$ cat src/rtl/tgen_pkg.sv
package tgen_pkg;

   typedef enum logic [1:0] {
      SEG_SYNC,
      SEG_BACK,
      SEG_ACT,
      SEG_FRONT
   } seg_e;

   // Segment of one raster axis that a position falls into.
   function automatic seg_e seg_of(input int unsigned pos,
                                   input int unsigned sync_len,
                                   input int unsigned bp_len,
                                   input int unsigned act_len);
      if (pos < sync_len)                 return SEG_SYNC;
      if (pos < sync_len + bp_len)        return SEG_BACK;
      if (pos < sync_len + bp_len + act_len) return SEG_ACT;
      return SEG_FRONT;
   endfunction

endpackage

$ cat src/rtl/tgen_axis_chk.sv
// Validates one axis of a candidate profile against its limits.
module tgen_axis_chk #(
   parameter int unsigned W       = 10,
   parameter int unsigned SYNC_MIN = 10,
   parameter int unsigned SYNC_MAX = 96,
   parameter int unsigned BP_MIN  = 4,
   parameter int unsigned BP_MAX  = 48,
   parameter int unsigned FP_MIN  = 2,
   parameter int unsigned FP_MAX  = 16,
   parameter int unsigned FIX_SUM = 144
) (
   input  logic [W-1:0] sync_len,
   input  logic [W-1:0] bp_len,
   input  logic [W-1:0] fp_len,
   input  logic         fixed_mode,
   output logic         ok
);
   logic in_range;
   logic sum_ok;

   always_comb begin
      in_range = (32'(sync_len) >= SYNC_MIN) && (32'(sync_len) <= SYNC_MAX) &&
                 (32'(bp_len)   >= BP_MIN)   && (32'(bp_len)   <= BP_MAX)   &&
                 (32'(fp_len)   >= FP_MIN)   && (32'(fp_len)   <= FP_MAX);
      sum_ok   = (32'(sync_len) + 32'(bp_len)) == FIX_SUM;
      ok       = in_range && (!fixed_mode || sum_ok);
   end
endmodule

$ cat src/rtl/tgen_scan.sv
// Profile shadow registers and the line / frame counters.
module tgen_scan #(
   parameter int unsigned HW       = 10,
   parameter int unsigned VW       = 10,
   parameter int unsigned H_ACTIVE = 640,
   parameter int unsigned V_ACTIVE = 480,
   parameter int unsigned DEF_HS   = 96,
   parameter int unsigned DEF_HBP  = 48,
   parameter int unsigned DEF_HFP  = 16,
   parameter int unsigned DEF_VS   = 2,
   parameter int unsigned DEF_VBP  = 31,
   parameter int unsigned DEF_VFP  = 12
) (
   input  logic          clk,
   input  logic          rst_n,
   input  logic          enable,
   input  logic          load_ok,
   input  logic [HW-1:0] cfg_hs,
   input  logic [HW-1:0] cfg_hbp,
   input  logic [HW-1:0] cfg_hfp,
   input  logic [VW-1:0] cfg_vs,
   input  logic [VW-1:0] cfg_vbp,
   input  logic [VW-1:0] cfg_vfp,
   output logic [HW-1:0] h_cnt,
   output logic [VW-1:0] v_cnt,
   output logic [HW-1:0] sh_hs,
   output logic [HW-1:0] sh_hbp,
   output logic [VW-1:0] sh_vs,
   output logic [VW-1:0] sh_vbp
);
   logic [HW-1:0] sh_hfp;
   logic [VW-1:0] sh_vfp;
   logic [HW-1:0] h_last;
   logic [VW-1:0] v_last;
   logic          line_end;
   logic          frame_end;

   always_comb begin
      h_last    = sh_hs + sh_hbp + HW'(H_ACTIVE) + sh_hfp - HW'(1);
      v_last    = sh_vs + sh_vbp + VW'(V_ACTIVE) + sh_vfp - VW'(1);
      line_end  = (h_cnt == h_last);
      frame_end = line_end && (v_cnt == v_last);
   end

   always_ff @(posedge clk or negedge rst_n) begin
      if (!rst_n) begin
         h_cnt  <= '0;
         v_cnt  <= '0;
         sh_hs  <= HW'(DEF_HS);
         sh_hbp <= HW'(DEF_HBP);
         sh_hfp <= HW'(DEF_HFP);
         sh_vs  <= VW'(DEF_VS);
         sh_vbp <= VW'(DEF_VBP);
         sh_vfp <= VW'(DEF_VFP);
      end else begin
         if (!enable) begin
            h_cnt <= '0;
            v_cnt <= '0;
         end else if (line_end) begin
            h_cnt <= '0;
            v_cnt <= frame_end ? '0 : v_cnt + VW'(1);
         end else begin
            h_cnt <= h_cnt + HW'(1);
         end
         if ((!enable || frame_end) && load_ok) begin
            sh_hs  <= cfg_hs;
            sh_hbp <= cfg_hbp;
            sh_hfp <= cfg_hfp;
            sh_vs  <= cfg_vs;
            sh_vbp <= cfg_vbp;
            sh_vfp <= cfg_vfp;
         end
      end
   end

   // profile only moves at a frame boundary while running
   p_prof_frame_r6: assert property (@(posedge clk) disable iff (!rst_n)
      (enable && $past(enable) && !$past(frame_end)) |->
         ($stable(sh_hs) && $stable(sh_hbp) && $stable(sh_hfp) &&
          $stable(sh_vs) && $stable(sh_vbp) && $stable(sh_vfp)));

   // the line counter never passes the end of the line
   p_line_bound_r1: assert property (@(posedge clk) disable iff (!rst_n)
      enable |-> (h_cnt <= h_last));

   // the frame counter never passes the end of the frame
   p_frame_bound_r2: assert property (@(posedge clk) disable iff (!rst_n)
      enable |-> (v_cnt <= v_last));
endmodule

$ cat src/rtl/tgen_out.sv
// Registered sync, data enable and pixel stage plus fetch coordinates.
module tgen_out
   import tgen_pkg::*;
#(
   parameter int unsigned HW       = 10,
   parameter int unsigned VW       = 10,
   parameter int unsigned XW       = 10,
   parameter int unsigned YW       = 9,
   parameter int unsigned CW       = 6,
   parameter int unsigned H_ACTIVE = 640,
   parameter int unsigned V_ACTIVE = 480
) (
   input  logic            clk,
   input  logic            rst_n,
   input  logic            enable,
   input  logic [HW-1:0]   h_cnt,
   input  logic [VW-1:0]   v_cnt,
   input  logic [HW-1:0]   sh_hs,
   input  logic [HW-1:0]   sh_hbp,
   input  logic [VW-1:0]   sh_vs,
   input  logic [VW-1:0]   sh_vbp,
   input  logic [3*CW-1:0] rgb_in,
   output logic            hsync_n,
   output logic            vsync_n,
   output logic            de,
   output logic [3*CW-1:0] rgb_out,
   output logic [XW-1:0]   pix_x,
   output logic [YW-1:0]   pix_y
);
   seg_e          hseg;
   seg_e          vseg;
   logic          act;
   logic [HW-1:0] h_first;
   logic [VW-1:0] v_first;

   always_comb begin
      hseg    = seg_of(32'(h_cnt), 32'(sh_hs), 32'(sh_hbp), H_ACTIVE);
      vseg    = seg_of(32'(v_cnt), 32'(sh_vs), 32'(sh_vbp), V_ACTIVE);
      act     = enable && (hseg == SEG_ACT) && (vseg == SEG_ACT);
      h_first = sh_hs + sh_hbp;
      v_first = sh_vs + sh_vbp;
      pix_x   = act ? XW'(h_cnt - h_first) : '0;
      pix_y   = act ? YW'(v_cnt - v_first) : '0;
   end

   always_ff @(posedge clk or negedge rst_n) begin
      if (!rst_n) begin
         hsync_n <= 1'b0;
         vsync_n <= 1'b0;
         de      <= 1'b0;
         rgb_out <= '0;
      end else if (!enable) begin
         hsync_n <= 1'b0;
         vsync_n <= 1'b0;
         de      <= 1'b0;
         rgb_out <= '0;
      end else begin
         hsync_n <= (hseg != SEG_SYNC);
         // vertical edges move one clock behind the line start
         if (h_cnt == HW'(1)) vsync_n <= (vseg != SEG_SYNC);
         de      <= act;
         rgb_out <= act ? rgb_in : '0;
      end
   end

   // the two syncs never move on the same edge while running
   p_sync_apart_r3: assert property (@(posedge clk) disable iff (!rst_n)
      (enable && $past(enable)) |-> ($stable(vsync_n) || $stable(hsync_n)));

   // a vertical sync fall comes one clock after a horizontal fall
   p_vs_lag_r3: assert property (@(posedge clk) disable iff (!rst_n)
      (enable && $past(enable) && $fell(vsync_n)) |->
         (!hsync_n && $past(hsync_n, 2)));

   // disabled generator drives everything low
   p_idle_low_r9: assert property (@(posedge clk) disable iff (!rst_n)
      !enable |=> (!hsync_n && !vsync_n && !de && (rgb_out == '0)));

   // no colour outside the enable window
   p_blank_rgb_r7: assert property (@(posedge clk) disable iff (!rst_n)
      !de |-> (rgb_out == '0));
endmodule

$ cat src/rtl/dot_timing_gen.sv
module dot_timing_gen #(
   parameter int unsigned H_ACTIVE  = 640,
   parameter int unsigned V_ACTIVE  = 480,
   parameter int unsigned CW        = 6,
   parameter int unsigned HS_MIN    = 10,
   parameter int unsigned HS_MAX    = 96,
   parameter int unsigned HBP_MIN   = 4,
   parameter int unsigned HBP_MAX   = 48,
   parameter int unsigned HFP_MIN   = 2,
   parameter int unsigned HFP_MAX   = 16,
   parameter int unsigned VS_MIN    = 1,
   parameter int unsigned VS_MAX    = 2,
   parameter int unsigned VBP_MIN   = 4,
   parameter int unsigned VBP_MAX   = 31,
   parameter int unsigned VFP_MIN   = 1,
   parameter int unsigned VFP_MAX   = 12,
   parameter int unsigned H_FIX_SUM = 144,
   parameter int unsigned V_FIX_SUM = 33,
   parameter int unsigned DEF_HS    = 96,
   parameter int unsigned DEF_HBP   = 48,
   parameter int unsigned DEF_HFP   = 16,
   parameter int unsigned DEF_VS    = 2,
   parameter int unsigned DEF_VBP   = 31,
   parameter int unsigned DEF_VFP   = 12,
   localparam int unsigned HW = $clog2(HS_MAX + HBP_MAX + H_ACTIVE + HFP_MAX + 1),
   localparam int unsigned VW = $clog2(VS_MAX + VBP_MAX + V_ACTIVE + VFP_MAX + 1),
   localparam int unsigned XW = $clog2(H_ACTIVE),
   localparam int unsigned YW = $clog2(V_ACTIVE)
) (
   input  logic            clk,
   input  logic            rst_n,
   input  logic            enable,
   input  logic            fixed_mode,
   input  logic [HW-1:0]   cfg_hsync,
   input  logic [HW-1:0]   cfg_hbp,
   input  logic [HW-1:0]   cfg_hfp,
   input  logic [VW-1:0]   cfg_vsync,
   input  logic [VW-1:0]   cfg_vbp,
   input  logic [VW-1:0]   cfg_vfp,
   input  logic [3*CW-1:0] rgb_in,
   output logic            hsync_n,
   output logic            vsync_n,
   output logic            de,
   output logic [3*CW-1:0] rgb_out,
   output logic [XW-1:0]   pix_x,
   output logic [YW-1:0]   pix_y
);
   // elaboration-time parameter checks
   if (HS_MIN < 2) begin : g_bad_hs_min
      $error("hsync minimum must be at least 2 clocks");
   end
   if ((HS_MIN > HS_MAX) || (HBP_MIN > HBP_MAX) || (HFP_MIN > HFP_MAX) ||
       (VS_MIN > VS_MAX) || (VBP_MIN > VBP_MAX) || (VFP_MIN > VFP_MAX)) begin : g_bad_order
      $error("a range minimum exceeds its maximum");
   end
   if ((HFP_MIN < 1) || (VS_MIN < 1) || (H_ACTIVE < 2) || (V_ACTIVE < 2)) begin : g_bad_len
      $error("front porch, vsync and active lengths must be non-zero");
   end
   if ((DEF_HS < HS_MIN) || (DEF_HS > HS_MAX) || (DEF_HBP < HBP_MIN) || (DEF_HBP > HBP_MAX) ||
       (DEF_HFP < HFP_MIN) || (DEF_HFP > HFP_MAX) || (DEF_VS < VS_MIN) || (DEF_VS > VS_MAX) ||
       (DEF_VBP < VBP_MIN) || (DEF_VBP > VBP_MAX) || (DEF_VFP < VFP_MIN) ||
       (DEF_VFP > VFP_MAX)) begin : g_bad_default
      $error("default profile lies outside the limits");
   end

   logic          h_ok;
   logic          v_ok;
   logic          load_ok;
   logic [HW-1:0] h_cnt;
   logic [VW-1:0] v_cnt;
   logic [HW-1:0] sh_hs;
   logic [HW-1:0] sh_hbp;
   logic [VW-1:0] sh_vs;
   logic [VW-1:0] sh_vbp;

   tgen_axis_chk #(
      .W(HW), .SYNC_MIN(HS_MIN), .SYNC_MAX(HS_MAX), .BP_MIN(HBP_MIN), .BP_MAX(HBP_MAX),
      .FP_MIN(HFP_MIN), .FP_MAX(HFP_MAX), .FIX_SUM(H_FIX_SUM)
   ) u_hchk (
      .sync_len(cfg_hsync), .bp_len(cfg_hbp), .fp_len(cfg_hfp),
      .fixed_mode(fixed_mode), .ok(h_ok)
   );

   tgen_axis_chk #(
      .W(VW), .SYNC_MIN(VS_MIN), .SYNC_MAX(VS_MAX), .BP_MIN(VBP_MIN), .BP_MAX(VBP_MAX),
      .FP_MIN(VFP_MIN), .FP_MAX(VFP_MAX), .FIX_SUM(V_FIX_SUM)
   ) u_vchk (
      .sync_len(cfg_vsync), .bp_len(cfg_vbp), .fp_len(cfg_vfp),
      .fixed_mode(fixed_mode), .ok(v_ok)
   );

   assign load_ok = h_ok && v_ok;

   tgen_scan #(
      .HW(HW), .VW(VW), .H_ACTIVE(H_ACTIVE), .V_ACTIVE(V_ACTIVE),
      .DEF_HS(DEF_HS), .DEF_HBP(DEF_HBP), .DEF_HFP(DEF_HFP),
      .DEF_VS(DEF_VS), .DEF_VBP(DEF_VBP), .DEF_VFP(DEF_VFP)
   ) u_scan (
      .clk(clk), .rst_n(rst_n), .enable(enable), .load_ok(load_ok),
      .cfg_hs(cfg_hsync), .cfg_hbp(cfg_hbp), .cfg_hfp(cfg_hfp),
      .cfg_vs(cfg_vsync), .cfg_vbp(cfg_vbp), .cfg_vfp(cfg_vfp),
      .h_cnt(h_cnt), .v_cnt(v_cnt),
      .sh_hs(sh_hs), .sh_hbp(sh_hbp), .sh_vs(sh_vs), .sh_vbp(sh_vbp)
   );

   tgen_out #(
      .HW(HW), .VW(VW), .XW(XW), .YW(YW), .CW(CW),
      .H_ACTIVE(H_ACTIVE), .V_ACTIVE(V_ACTIVE)
   ) u_out (
      .clk(clk), .rst_n(rst_n), .enable(enable),
      .h_cnt(h_cnt), .v_cnt(v_cnt),
      .sh_hs(sh_hs), .sh_hbp(sh_hbp), .sh_vs(sh_vs), .sh_vbp(sh_vbp),
      .rgb_in(rgb_in),
      .hsync_n(hsync_n), .vsync_n(vsync_n), .de(de), .rgb_out(rgb_out),
      .pix_x(pix_x), .pix_y(pix_y)
   );

   // a profile outside the limits is never in force while running
   p_prof_range_r4: assert property (@(posedge clk) disable iff (!rst_n)
      enable |-> ((32'(sh_hs) >= HS_MIN) && (32'(sh_hs) <= HS_MAX) &&
                  (32'(sh_vs) >= VS_MIN) && (32'(sh_vs) <= VS_MAX)));
endmodule

$ cat config.mk
export PLATFORM = sky130hd
export DESIGN_NAME = dot_timing_gen
export DESIGN_NICKNAME = d
export VERILOG_FILES = /design/src/rtl/tgen_pkg.sv /design/src/rtl/tgen_axis_chk.sv /design/src/rtl/tgen_scan.sv /design/src/rtl/tgen_out.sv /design/src/rtl/dot_timing_gen.sv
export SDC_FILE = /design/constraint.sdc
export NUM_CORES = 1
export LEC_CHECK = 0
export BUFFER_PORTS_ARGS = -buffer_cell sky130_fd_sc_hd__buf_2
export CAP_MARGIN = 20
export CORE_MARGIN = 2
export CORE_UTILIZATION = 57
export CTS_BUF_LIST = sky130_fd_sc_hd__clkbuf_2
export DETAILED_ROUTE_END_ITERATION = 10
export PLACE_DENSITY = 0.8
export SYNTH_ARGS = -nofsm -noshare
export SYNTH_HDL_FRONTEND = slang
export SYNTH_SLANG_ARGS = --single-unit
export TNS_END_PERCENT = 50
$ cat constraint.sdc
create_clock -name clk -period 10 [get_ports clk]
set_clock_uncertainty 0.05 [all_clocks]
set_input_delay 0.5 -clock clk [delete_from_list [all_inputs] [get_ports clk]]
set_output_delay 0.5 -clock clk [all_outputs]
set_load 0.02 [all_outputs]
==> metrics.cfg, run 1 <==
[placed_design]
io_buffers=121
placed_area_sq_mm=0.00924
placed_cells=1208
place_ws_ns=4.49
dp_hpwl_microns=15600
place_congestion=0.898

[synth]
async_flop_share_pct=100
synth-edff-count=0
avgSynthCellArea_sq_um=9.21
synthCells=920
yosysWarnings=0
syn-num-nets=1134
synthDistinctLibCells=70
syn_area_sq_mm=0.00848
ys_ff_latch=101
ys_seq_area_share_pct=30.0
synth_flop_cell=dfrtp_1

[timing]
fmax_mhz=174
setup_viol=0
rsz0062_at_grt=no
finalSetupTns_ns=0
hold_ws_ns=0.0491
layout_min_cycle_time_ns=5.75
maxSlewHeadroom_pct=41.4
hold_viol=0
maxSlewViolCount=0
max_slew.worst_pin.slew_ns=0.878
fin_crit_sh_pct=57.5
setup_ws_ns=4.25

[clock_tree]
clk_pin_slew_ns=0.28
post_cts_buffers=0
cts_tree=done
cts_buffers=9
cts-root-buf=clkbuf_2
clock_latency_ns=0.61
cts_resized=0
cts-htree-levels=3
hold_buffers=3
cts.sink_count=101
clockBufferDepth=2

[pwr]
intPower_mw=0.536
seq_power_share_pct=56.2
pwr-share-comb_pct=12.7
p_per_area_mw_per_mm2=77.7
peakVddDrop_uv=46.8
total_leakage_power_nw=4.98
clkPwrFrac_pct=31.0
sw_frac_of_total_pct=27.2
total_power_mw=0.736
p_sw_mw=0.200

[finish]
n_fill_cell=1208
fin_area_sq_mm=0.00947
utilization_pct=65.2
nNetsFinal=1258
drive_gt1_share_pct=17.6
fin_cells=1234
syn_to_final_growth_pct=11.7

[critical_path]
crit_path_top_delay_cell=dfstp_2
critPathMaxFanout=32
crit_type=reg -> out
endpoint_kind=primary output
required_ns=9.45
cp.arrival_ns=5.20
path_cells=ha_1 -> a21o_1 -> a211oi_1 -> o21bai_1 -> xor2_1 -> inv_1 -> ha_1 -> nand2b_1 -> a21oi_1 -> nor2b_1 -> a21o_1 -> maj3_1 -> a21oi_1 -> a211oi_1 -> and4_1 -> buf_4 -> and4_1 -> buf_2
cp_num_buf_inv=3
cpPeakStageDelay_ns=0.63
cp-start-kind=flop
cp_top_family=compound AO/OA/AOI/OAI gates

[floorplanning]
dieArea_sq_mm=0.0159
die_y_microns=126
core-area_sq_mm=0.0145
io_pins=122
core.rowCount=44
dieWidth_microns=126
start_util_pct=58.3

[outcome]
outcome=completed

[hold_path]
hold_class=in -> reg

[route]
drtAntennaViolNets=0
drc=0
num_vias=7089
drtPass1Iterations=5
drt-total-wl_microns=19800
vias_per_cell=5.74
drtIter0Drc=386
wl_per_cell_microns=16.0

[grt]
overflow=0
grt_pass1_vias=6901
grtUsageTotal_pct=25.3
antenna_found_initial=1
grt_pass1_wl_microns=32700
grt_max_degree=71

[job]
cap_violations=0

layer usage:
metal	share of wire (%)	wire length (microns)	vias up	track usage (%)
met2	46	9020	215	41.1
li1	-	-	3505	-
met5	0	0	-	0
met4	2.7	539	0	9.31
met3	4.8	947	36	3.23
met1	47	9290	3333	34.9
worst register-to-register path: cells and delay by family (launching register included):
kind	cells	cell delay, ns
AOI/OAI and AO/OA	5	1.30
adders and majority gates	4	1.27
and+or+nand+nor	6	1.11
buffers and inverters	2	0.62
DFF	1	0.47
muxes	1	0.42
xor gates and xnor gates	1	0.33
flip-flops by register name, summed over array words and instances (netlist names):
name           flops
u_out.vsync_n      1
u_scan.sh_hfp     10
u_out.de           1
u_scan.sh_hbp     10
u_out.hsync_n      1
u_scan.sh_hs      10
u_scan.sh_vfp     10
u_scan.sh_vbp     10
u_scan.sh_vs      10
u_out.rgb_out     18
u_scan.h_cnt      10
u_scan.v_cnt      10
path summary, 6_finish.rpt:
kind,slack (ns),from,end,cells after the start
setup / recovery,4.25,u_scan.sh_vs[1],pix_x[8],18
hold / removal,0.05,cfg_hfp[2],u_scan.sh_hfp[2],2
setup reg to reg,4.33,u_scan.sh_vs[0],u_scan.sh_hs[4],19
hold reg to reg,0.47,u_scan.sh_hfp[2],u_scan.sh_hfp[2],1
max in group asynchronous,8.40,rst_n,u_scan.sh_hbp[3],3
min in group asynchronous,0.26,rst_n,u_out.rgb_out[12],2
power by group through the flow:
stage,Clock [mW],Combinational (mW),Sequential (mW)
5_1_grt,0.250,0.105,0.414
3_3_place_gp,0,0.0896,0.420
3_5_place_dp,0,0.0906,0.420
6_report,0.228,0.0938,0.414
2_1_floorplan,0,0.0473,0.419
4_1_cts,0.235,0.0921,0.414
logic make-up (layout without fill, tap and decap cells):
group	after synthesis	count (layout)	synth area share, %
xor gates and xnor gates	82	82	8.56
adders and majority gates	133	133	20.3
DFF	101	101	30.0
and+or+nand+nor	278	278	17.4
muxes	31	31	4.04
buffers and inverters	125	254	5.95
AOI/OAI and AO/OA	170	170	13.7
other	0	1	0
cells in the mapped netlist (all sizes together), types with 26 or more instances:
| master | instances | share of area, % |
|---|---|---|
| ha | 124 | 18 |
| xnor2 | 50 | 5.2 |
| nand2 | 31 | 1.4 |
| and3 | 32 | 2.4 |
| nor2 | 71 | 3.1 |
| nand3 | 27 | 1.6 |
| a21oi | 38 | 2.4 |
| o21ai | 39 | 2.3 |
| inv | 104 | 4.6 |
| mux2 | 26 | 3.5 |
| nor2b | 28 | 2.1 |
| dfrtp | 88 | 26 |
| xor2 | 32 | 3.4 |
cell usage in the layout, fill, tap and decap left out, drive strengths merged, types with 10 or more instances in the layout:
master / Yosys / layout
buf: 8 / 125
ha: 124 / 124
inv: 104 / 106
dfrtp: 88 / 88
nor2: 71 / 71
xnor2: 50 / 50
o21ai: 39 / 39
a21oi: 38 / 38
and3: 32 / 32
xor2: 32 / 32
nand2: 31 / 31
nor2b: 28 / 28
nand3: 27 / 27
mux2: 26 / 26
nor3: 21 / 21
a21o: 14 / 14
nor4: 14 / 14
nand2b: 13 / 13
dfstp: 13 / 13
o211ai: 10 / 10
a211oi: 10 / 10
layout make-up:
class                   count  area, sq um  share of cell area (%)
well taps                 184          230                    2.43
repair buffers            134          728                    7.69
inverters                 104          390                    4.12
clock inverters             7         96.3                    1.02
flip-flops and latches    101         2540                    26.9
clock buffers               9         45.0                   0.476
multi-input cells         694         5440                    57.4
diodes                      1         2.50                  0.0264
(Power assumes the default switching activity.)
==> run 2: changes to the inputs <==
Settings changed: CORE_UTILIZATION 57 to 54, PLACE_DENSITY 0.8 to 0.79.
Clock period 10 ns to 5.19 ns, I/O delays scaled along.
==> metrics.cfg, run 2 (synthesis results as in run 1) <==
[route]
drc=0  ; unchanged
num_vias=7248  ; was 7,089
wl_per_cell_microns=15.6  ; was 16.0 microns
drtPass1Iterations=5  ; unchanged
drt-total-wl_microns=20400  ; was 19,800 microns
vias_per_cell=5.52  ; was 5.74
drtIter0Drc=354  ; was 386
drtAntennaViolNets=0  ; unchanged

[clock_tree]
cts-root-buf=clkbuf_2  ; unchanged
clk_pin_slew_ns=0.30  ; was 0.28 ns
cts_tree=done  ; unchanged
cts.sink_count=101  ; unchanged
clock_latency_ns=0.62  ; was 0.61 ns
clockBufferDepth=2  ; unchanged
cts_buffers=9  ; unchanged
cts-htree-levels=3  ; unchanged

[timing]
max_slew.worst_pin.slew_ns=0.716  ; was 0.878 ns
layout_min_cycle_time_ns=4.95
hold_ws_ns=0.151  ; was 0.0491 ns
rsz0062_at_grt=no  ; unchanged
maxSlewHeadroom_pct=52.2  ; was 41.4%
finalSetupTns_ns=0  ; unchanged
fin_crit_sh_pct=95.4
maxSlewViolCount=0  ; unchanged
setup_ws_ns=0.239  ; was 4.25 ns
setup_viol=0  ; unchanged
fmax_mhz=202
hold_viol=0  ; unchanged

[critical_path]
crit_path_top_delay_cell=dfstp_2  ; unchanged
endpoint_kind=primary output  ; unchanged
crit_type=reg -> out  ; unchanged
path_cells=ha_1 -> a21o_1 -> a211oi_1 -> o21bai_1 -> xor2_2 -> buf_4 -> ha_1 -> nand2b_1 -> a21oi_1 -> nor2b_1 -> a21o_1 -> maj3_1 -> a21oi_2 -> a211oi_1 -> and4_4 -> buf_12 -> and4_1 -> buf_2  ; was ha_1 -> a21o_1 -> a211oi_1 -> o21bai_1 -> xor2_1 -> inv_1 -> ha_1 -> nand2b_1 -> a21oi_1 -> nor2b_1 -> a21o_1 -> maj3_1 -> a21oi_1 -> a211oi_1 -> and4_1 -> buf_4 -> and4_1 -> buf_2
critPathMaxFanout=32  ; unchanged
cp-start-kind=flop  ; unchanged
cp.arrival_ns=4.64  ; was 5.20 ns
required_ns=4.88  ; was 9.45 ns
cpPeakStageDelay_ns=0.62  ; was 0.63 ns

[placed_design]
dp_hpwl_microns=15600  ; about the same
place_congestion=0.922  ; was 0.898
placed_cells=1240  ; was 1,208
place_ws_ns=0.175  ; was 4.49 ns
placed_area_sq_mm=0.00934  ; was 0.00924 sq mm
io_buffers=121  ; unchanged

[finish]
n_fill_cell=1241  ; was 1,208
top_register=u_out.rgb_out  ; unchanged
final_common_cell=ha_1  ; unchanged
largest_reg_flops=18  ; unchanged
multi_input_area_sq_mm=0.00552  ; was 0.00544 sq mm
fin_area_sq_mm=0.0101  ; was 0.00947 sq mm
nNetsFinal=1311  ; was 1,258
utilization_pct=66.1  ; was 65.2%
drive_gt1_share_pct=19.1  ; was 17.6%
syn_to_final_growth_pct=19.0  ; was 11.7%
register_area_sq_mm=0.00254  ; unchanged
mostFrequentLayoutCells=ha_1 (123), buf_2 (120), inv_1 (104)  ; was ha_1 (124), buf_2 (120), inv_1 (104)
fin_cells=1314  ; was 1,234

[pwr]
sw_frac_of_total_pct=29.0  ; was 27.2%
pwr-share-comb_pct=15.5  ; was 12.7%
total_power_mw=1.36  ; was 0.736 mW
seq_power_share_pct=58.7  ; was 56.2%
p_sw_mw=0.394  ; was 0.200 mW
p_per_area_mw_per_mm2=135  ; was 77.7 mW/mm^2
total_leakage_power_nw=5.24  ; was 4.98 nW
peakVddDrop_uv=96.4  ; was 46.8 uV
intPower_mw=0.963  ; was 0.536 mW
clkPwrFrac_pct=25.8  ; was 31.0%

[grt]
grtUsageTotal_pct=25.1  ; was 25.3%
grt_pass1_wl_microns=33800  ; was 32,700 microns
overflow=0  ; unchanged
antenna_found_initial=1  ; unchanged
grt_pass1_vias=7147  ; was 6,901
grt_max_degree=57  ; was 71

[floorplanning]
io_pins=122  ; unchanged
dieArea_sq_mm=0.0167  ; was 0.0159 sq mm
core.rowCount=45  ; was 44
core-area_sq_mm=0.0153  ; was 0.0145 sq mm
die_y_microns=129  ; was 126 microns
start_util_pct=55.6  ; was 58.3%
dieWidth_microns=129  ; was 126 microns

[outcome]
outcome=completed  ; unchanged

[hold_path]
hold_class=in -> async  ; was in -> reg

[job]
cap_violations=0  ; unchanged

-- run 2: power groups by stage --
stage / Clock [mW] / Combinational (mW) / Sequential, mW
5_1_grt: 0.387 / 0.234 / 0.798
3_3_place_gp: 0 / 0.173 / 0.809
3_5_place_dp: 0 / 0.176 / 0.809
6_report: 0.350 / 0.210 / 0.797
4_1_cts: 0.359 / 0.205 / 0.797
2_1_floorplan: 0 / 0.0911 / 0.807
-- run 2: worst paths after layout --
| path | end | cells after the start | start | slack (ns) |
|---|---|---|---|---|
| max | pix_x[8] | 18 | u_scan.sh_vs[1] | 0.24 |
| max in group asynchronous | u_scan.sh_vfp[2] | 3 | rst_n | 3.85 |
| min reg2reg | u_scan.sh_hfp[2] | 1 | u_scan.sh_hfp[2] | 0.49 |
| min | u_scan.h_cnt[0] | 2 | rst_n | 0.15 |
| min in group clk | u_scan.sh_hs[8] | 6 | fixed_mode | 0.30 |
| max reg2reg | u_scan.sh_hs[3] | 17 | u_scan.sh_vs[1] | 0.36 |
-- run 2: area by class of cell --
type	count	share of cell area (%)
Multi-Input combinational cell	694	54.8
Sequential cell	101	25.2
Timing Repair Buffer	187	12.6
Inverter	104	3.87
Tap cell	211	2.62
Clock buffer	10	0.496
Clock inverter	6	0.459
Antenna cell	1	0.0248
-- run 2: repair_timing --
action,in CTS,in global routing
hold endpoints to repair,106,0
setup endpoints to repair,19,66
setup buffers,3,5
gates resized for setup,6,15
hold buffers,49,0
pin swaps,1,9
-- run 2: worst max-delay path: cells and delay by family (launching register included) --
family          cells  cell delay, ns
compound gates      7            1.36
xor+xnor            1            0.22
fa+ha+maj           3            0.89
buf+inv             3            0.48
flops               1            0.62
simple gates        4            0.50
-- run 2: layer usage --
layer  vias to the layer above  part of all wire, %  GRT usage [%]
met5                         -                    0              0
met4                         0                  3.2           10.1
met3                        37                  3.8           3.22
met2                       181                   47           43.0
met1                      3413                   46           32.3
li1                       3617                    -              -
